**src/rtl/rtc_time_fetch.sv**
```systemverilog
module rtc_time_fetch #(
  parameter int DIV       = 4,
  parameter int SETTLE    = 3,
  parameter int YEAR_BASE = 2000
) (
  input  logic        clk,
  input  logic        rst,
  input  logic        start,
  output logic        spi_ce,
  output logic        spi_sck,
  output logic        spi_mosi,
  input  logic        spi_miso,
  output logic [6:0]  out_sec,
  output logic [6:0]  out_min,
  output logic [5:0]  out_hour,
  output logic [2:0]  out_wday,
  output logic [5:0]  out_mday,
  output logic [4:0]  out_month,
  output logic [11:0] out_year,
  output logic        done
);

  localparam int NBYTES = 7;
  localparam int NBITS  = 8 * (NBYTES + 1);
  localparam int BW     = $clog2(NBITS);
  localparam int CW     = (DIV > 1) ? $clog2(DIV) : 1;
  localparam int SW     = (SETTLE > 1) ? $clog2(SETTLE) : 1;
  localparam logic [7:0] RD_ADDR = 8'h00;

  typedef enum logic [1:0] {S_IDLE, S_PRE, S_XFER, S_POST} st_t;

  st_t                  st;
  logic [CW-1:0]        cnt;
  logic [SW-1:0]        scnt;
  logic [BW-1:0]        bitn;
  logic [8*NBYTES-1:0]  rx;

  wire tick        = (cnt == CW'(DIV - 1));
  wire settle_last = (scnt == SW'(SETTLE - 1));

  function automatic logic [7:0] bcd2bin(input logic [7:0] v);
    return {4'd0, v[7:4]} * 8'd10 + {4'd0, v[3:0]};
  endfunction

  wire [7:0] b_sec  = rx[55:48];
  wire [7:0] b_min  = rx[47:40];
  wire [7:0] b_hour = rx[39:32];
  wire [7:0] b_dow  = rx[31:24];
  wire [7:0] b_date = rx[23:16];
  wire [7:0] b_mon  = rx[15:8];
  wire [7:0] b_year = rx[7:0];

  wire [7:0] c_sec  = bcd2bin(b_sec & 8'h7F);
  wire [7:0] c_min  = bcd2bin(b_min & 8'h7F);
  wire [7:0] c_date = bcd2bin(b_date & 8'h3F);
  wire [7:0] c_mon  = bcd2bin(b_mon & 8'h1F);
  wire [7:0] c_year = bcd2bin(b_year);
  wire [2:0] c_wday = b_dow[2:0] - 3'd1;

  wire [7:0] h12    = bcd2bin({3'd0, b_hour[4:0]});
  wire [7:0] h12z   = (h12 == 8'd12) ? 8'd0 : h12;
  wire [7:0] h12o   = h12z + (b_hour[5] ? 8'd12 : 8'd0);
  wire [7:0] h24    = bcd2bin({2'd0, b_hour[5:0]});
  wire [7:0] c_hour = b_hour[6] ? h12o : h24;

  assign spi_mosi = (st == S_XFER && bitn < BW'(8)) ? RD_ADDR[3'd7 - bitn[2:0]] : 1'b0;

  always_ff @(posedge clk) begin
    if (rst) begin
      st        <= S_IDLE;
      cnt       <= '0;
      scnt      <= '0;
      bitn      <= '0;
      rx        <= '0;
      spi_ce    <= 1'b0;
      spi_sck   <= 1'b0;
      done      <= 1'b0;
      out_sec   <= '0;
      out_min   <= '0;
      out_hour  <= '0;
      out_wday  <= '0;
      out_mday  <= '0;
      out_month <= '0;
      out_year  <= '0;
    end else begin
      done <= 1'b0;
      cnt  <= (st == S_IDLE || tick) ? '0 : cnt + 1'b1;
      case (st)
        S_IDLE:
          if (start) begin
            st     <= S_PRE;
            spi_ce <= 1'b1;
            scnt   <= '0;
          end
        S_PRE:
          if (tick) begin
            if (settle_last) begin
              st      <= S_XFER;
              spi_sck <= 1'b1;
              bitn    <= '0;
              scnt    <= '0;
            end else begin
              scnt <= scnt + 1'b1;
            end
          end
        S_XFER:
          if (tick) begin
            if (spi_sck) begin
              spi_sck <= 1'b0;
              if (bitn >= BW'(8)) rx <= {rx[8*NBYTES-2:0], spi_miso};
            end else if (bitn == BW'(NBITS - 1)) begin
              st     <= S_POST;
              spi_ce <= 1'b0;
            end else begin
              bitn    <= bitn + 1'b1;
              spi_sck <= 1'b1;
            end
          end
        S_POST:
          if (tick) begin
            if (settle_last) begin
              st        <= S_IDLE;
              done      <= 1'b1;
              out_sec   <= c_sec[6:0];
              out_min   <= c_min[6:0];
              out_hour  <= c_hour[5:0];
              out_wday  <= c_wday;
              out_mday  <= c_date[5:0];
              out_month <= c_mon[4:0];
              out_year  <= 12'(YEAR_BASE) + {4'd0, c_year};
            end else begin
              scnt <= scnt + 1'b1;
            end
          end
        default: st <= S_IDLE;
      endcase
    end
  end

endmodule

```
**config.mk**
```make
export PLATFORM = sky130hd
export DESIGN_NAME = rtc_time_fetch
export DESIGN_NICKNAME = d
export VERILOG_FILES = /design/src/rtl/rtc_time_fetch.sv
export SDC_FILE = /design/constraint.sdc
export NUM_CORES = 1
export LEC_CHECK = 0
export BUFFER_PORTS_ARGS = -buffer_cell sky130_fd_sc_hd__buf_2
export CAP_MARGIN = 20
export CELL_PAD_IN_SITES_DETAIL_PLACEMENT = 0
export CELL_PAD_IN_SITES_GLOBAL_PLACEMENT = 2
export CORE_UTILIZATION = 37
export CTS_BUF_LIST = sky130_fd_sc_hd__clkbuf_4 sky130_fd_sc_hd__clkbuf_8
export CTS_CLUSTER_DIAMETER = 40
export CTS_CLUSTER_SIZE = 16
export DETAILED_ROUTE_END_ITERATION = 10
export PLACE_DENSITY = 0.8
export RECOVER_POWER = 50
export REMOVE_ABC_BUFFERS = 1
export SLEW_MARGIN = 20
export SYNTH_ARGS = -nofsm -noshare
export SYNTH_HDL_FRONTEND = slang
export SYNTH_SLANG_ARGS = --single-unit
```
**constraint.sdc**
```tcl
create_clock -name clk -period 3.4 [get_ports clk]
set_input_delay 1.02 -clock clk [delete_from_list [all_inputs] [get_ports clk]]
set_output_delay 1.02 -clock clk [all_outputs]
set_load 0.02 [all_outputs]
```
==> impl_metrics.ini <==
[run_status]
status = completed

[sta]
whs_ns = 0.431
fin_tns_setup_ns = 0
rsz0062_at_grt = false
drv_slew = 0
hold_viol_final = 0
worst_pin_slew_ns = 1.27
setup_violations = 0
max_clock_freq_mhz = 359
slew_headroom_pct = 15.2
min_period_ns = 2.78
post-route-period-util_pct = 81.9
fin_worst_skew_ns = 0.00761

[synthesis]
synth-edff-count = 0
synthFlopType = dfxtp_1
postSynthCellCount = 644
async_reset_ff_share_pct = 0
ys_ff_latch = 115
syn_avg_cell_area_um2 = 8.39
yosysWarnings = 0
mappedNetlistArea_um2 = 5400
synth_cell_types = 53
seq_area_frac_synth_pct = 42.6

[placed_design]
gp_congestion = 0.758
dp_cells = 844
post-dp-hpwl_um = 7180
place.port_buffers = 52

[power]
p_leak_nw = 2.32
vdd_drop_max_mv = 0.311
power_per_cell_area_nw_per_um2 = 507

[route]
drtIter0Drc = 182
drtAntennaViolNets = 0
vias = 4305
routed_wl_um = 11100
wl_per_cell_um = 12.6
drc_errors = 0
vias_per_cell = 4.91
first_pass_iters = 4

[job]
drv_cap = 0

[worst_setup_path]
worstSetupPathType = input port to flop
worst-endpoint-required_ns = 3.67
cpMaxStageDelayCell = clkbuf_2
crit_path_frequent_cell = clkbuf_2
reg2reg_from = rx[7]
path_max_fanout = 62
critical_path_arrival_ns = 3.06
start_kind = input port
end_kind = flop
rrSetupSlack_ns = 0.70
worstRegToRegCells = 9
r2r_end = out_year[7]
cpPeakStageDelay_ns = 0.95
crit_chain = clkbuf_2 > clkbuf_2 > nor3_1

[hold_path]
holdPathEnd = cnt[0]
hp-class = flop to flop
min_from = cnt[0]
hold_depth = 1

[global_route]
gr-total-overflow = 0
grt_usage_pct = 16.1
grt_pass1_wl_um = 18900
antenna_found_initial = 0
grt_pass1_vias = 4173
grt_max_degree = 63

[cells_and_area]
nets = 737
diodes = 0
fin_cells = 876
fillers = 1435
drive_gt1_share_pct = 9.77
layout_common_cells = nand2_1, dfxtp_1, a21oi_1
multi_input_area_um2 = 2820
final_common_cell = nand2_1
ff_latch_area_um2 = 2300
areaGrowthSynthToFinish_pct = 14.1

[cts]
cts_setup_buffers = 0
cts_tree = done
cts_made_buffers = 17
clockBufferDepth = 2
cts-root-buf = clkbuf_8
cts.sinks = 115
clkLatencyLatePin_ns = 0.43
cts_hold_buf = 0
h-tree-depth = 4
postCtsResizedCells = 0
clkTransAtPathRegs_ns = 0.06

[floorplanning]
die_h_um = 123
num_rows = 43
die-area_um2 = 15100
start_util_pct = 38.5
ios = 54
die_w_um = 123
core_area_um2 = 14000
-- synthesized netlist by cell type (4+ instances only) --
master    count  area (µm²)
a211oi_1     14         105
a21o_1        8        60.1
a21oi_1      95         475
a311oi_1      5        43.8
buf_2        17        85.1
clkbuf_1     19        71.3
dfxtp_1     115        2300
fa_1          7         140
ha_1         43         538
inv_1        24        90.1
nand2_1     170         638
nand3_1       5        25.0
nor2_1       33         124
nor2b_1       5        31.3
o21ai_0       7        35.0
or3_1         4        25.0
xnor2_1      15         131
xor2_1        9        78.8
-- per-layer routing --
| metal | track usage (%) | vias to the layer above | routed length (µm) |
|---|---|---|---|
| li1 | - | 2253 | - |
| met1 | 19.1 | 1976 | 5400 |
| met2 | 26.9 | 62 | 5180 |
| met3 | 4.09 | 14 | 336 |
| met4 | 7.77 | 0 | 170 |
| met5 | 0 | - | 0 |
-- where the power goes --
group / switching (mW) / internal (mW) / leakage, nW
Sequential: 0.0213 / 1.38 / 0.927
Combinational: 0.163 / 0.102 / 1.16
Clock: 0.548 / 0.912 / 0.238
Total: 0.732 / 2.39 / 2.32
-- how the worst max path moves through the flow --
stage / from / to / slack, ns
6_report: rst / out_month[4] / 0.62
5_1_grt: rst / out_month[4] / 0.35
4_1_cts: rx[7] / out_year[7] / 0.72
3_5_place_dp: rx[7] / out_year[7] / 0.74
3_3_place_gp: rx[7] / out_year[7] / 0.81
2_1_floorplan: rx[7] / out_year[7] / 0.90
-- state kept, by name, summed over array words and instances (netlist names) --
| signal | flops |
|---|---|
| out_hour | 6 |
| out_mday | 6 |
| out_sec | 7 |
| out_year | 11 |
| out_min | 7 |
| rx | 55 |
| spi_sck | 1 |
| spi_ce | 1 |
| out_wday | 3 |
| bitn | 6 |
| scnt | 2 |
| st | 2 |
| done | 1 |
| cnt | 2 |
| out_month | 5 |
-- critical path, delay by kind of cell --
family                 cells  cell delay [ns]
AND/OR/NAND/NOR            1             0.13
buffers and inverters      2             1.87
-- metrics by stage --
step,power [mW],worst slack (ns),util [%],instance area (µm²)
6_report,3.13,0.615,43.9,6160
3_3_place_gp,1.69,0.813,41.1,5780
4_1_cts,3.18,0.719,44.4,6240
2_1_floorplan,1.63,0.905,-,5230
5_1_grt,3.26,0.354,43.9,6160
3_5_place_dp,1.70,0.737,41.1,5780
-- logic make-up (layout without fill, tap and decap cells) --
family / after synthesis / after routing / synth area share (%)
DFF: 115 / 115 / 42.6
adders and majority gates: 50 / 50 / 12.6
buffers and inverters: 63 / 115 / 4.91
xor gates and xnor gates: 24 / 24 / 3.89
other: 1 / 1 / 0.0694
AOI/OAI and AO/OA: 152 / 152 / 17.2
muxes: 3 / 3 / 0.579
and+or+nand+nor: 236 / 236 / 18.2
-- area by class of cell --
class / count / area share (%)
clock buffers: 23 / 5.14
clock inverters: 9 / 2.40
inverters: 25 / 1.52
multi-input cells: 466 / 45.8
flip-flops and latches: 115 / 37.4
well taps: 180 / 3.65
repair buffers: 58 / 4.12
Power figures use the tool's default switching activity.
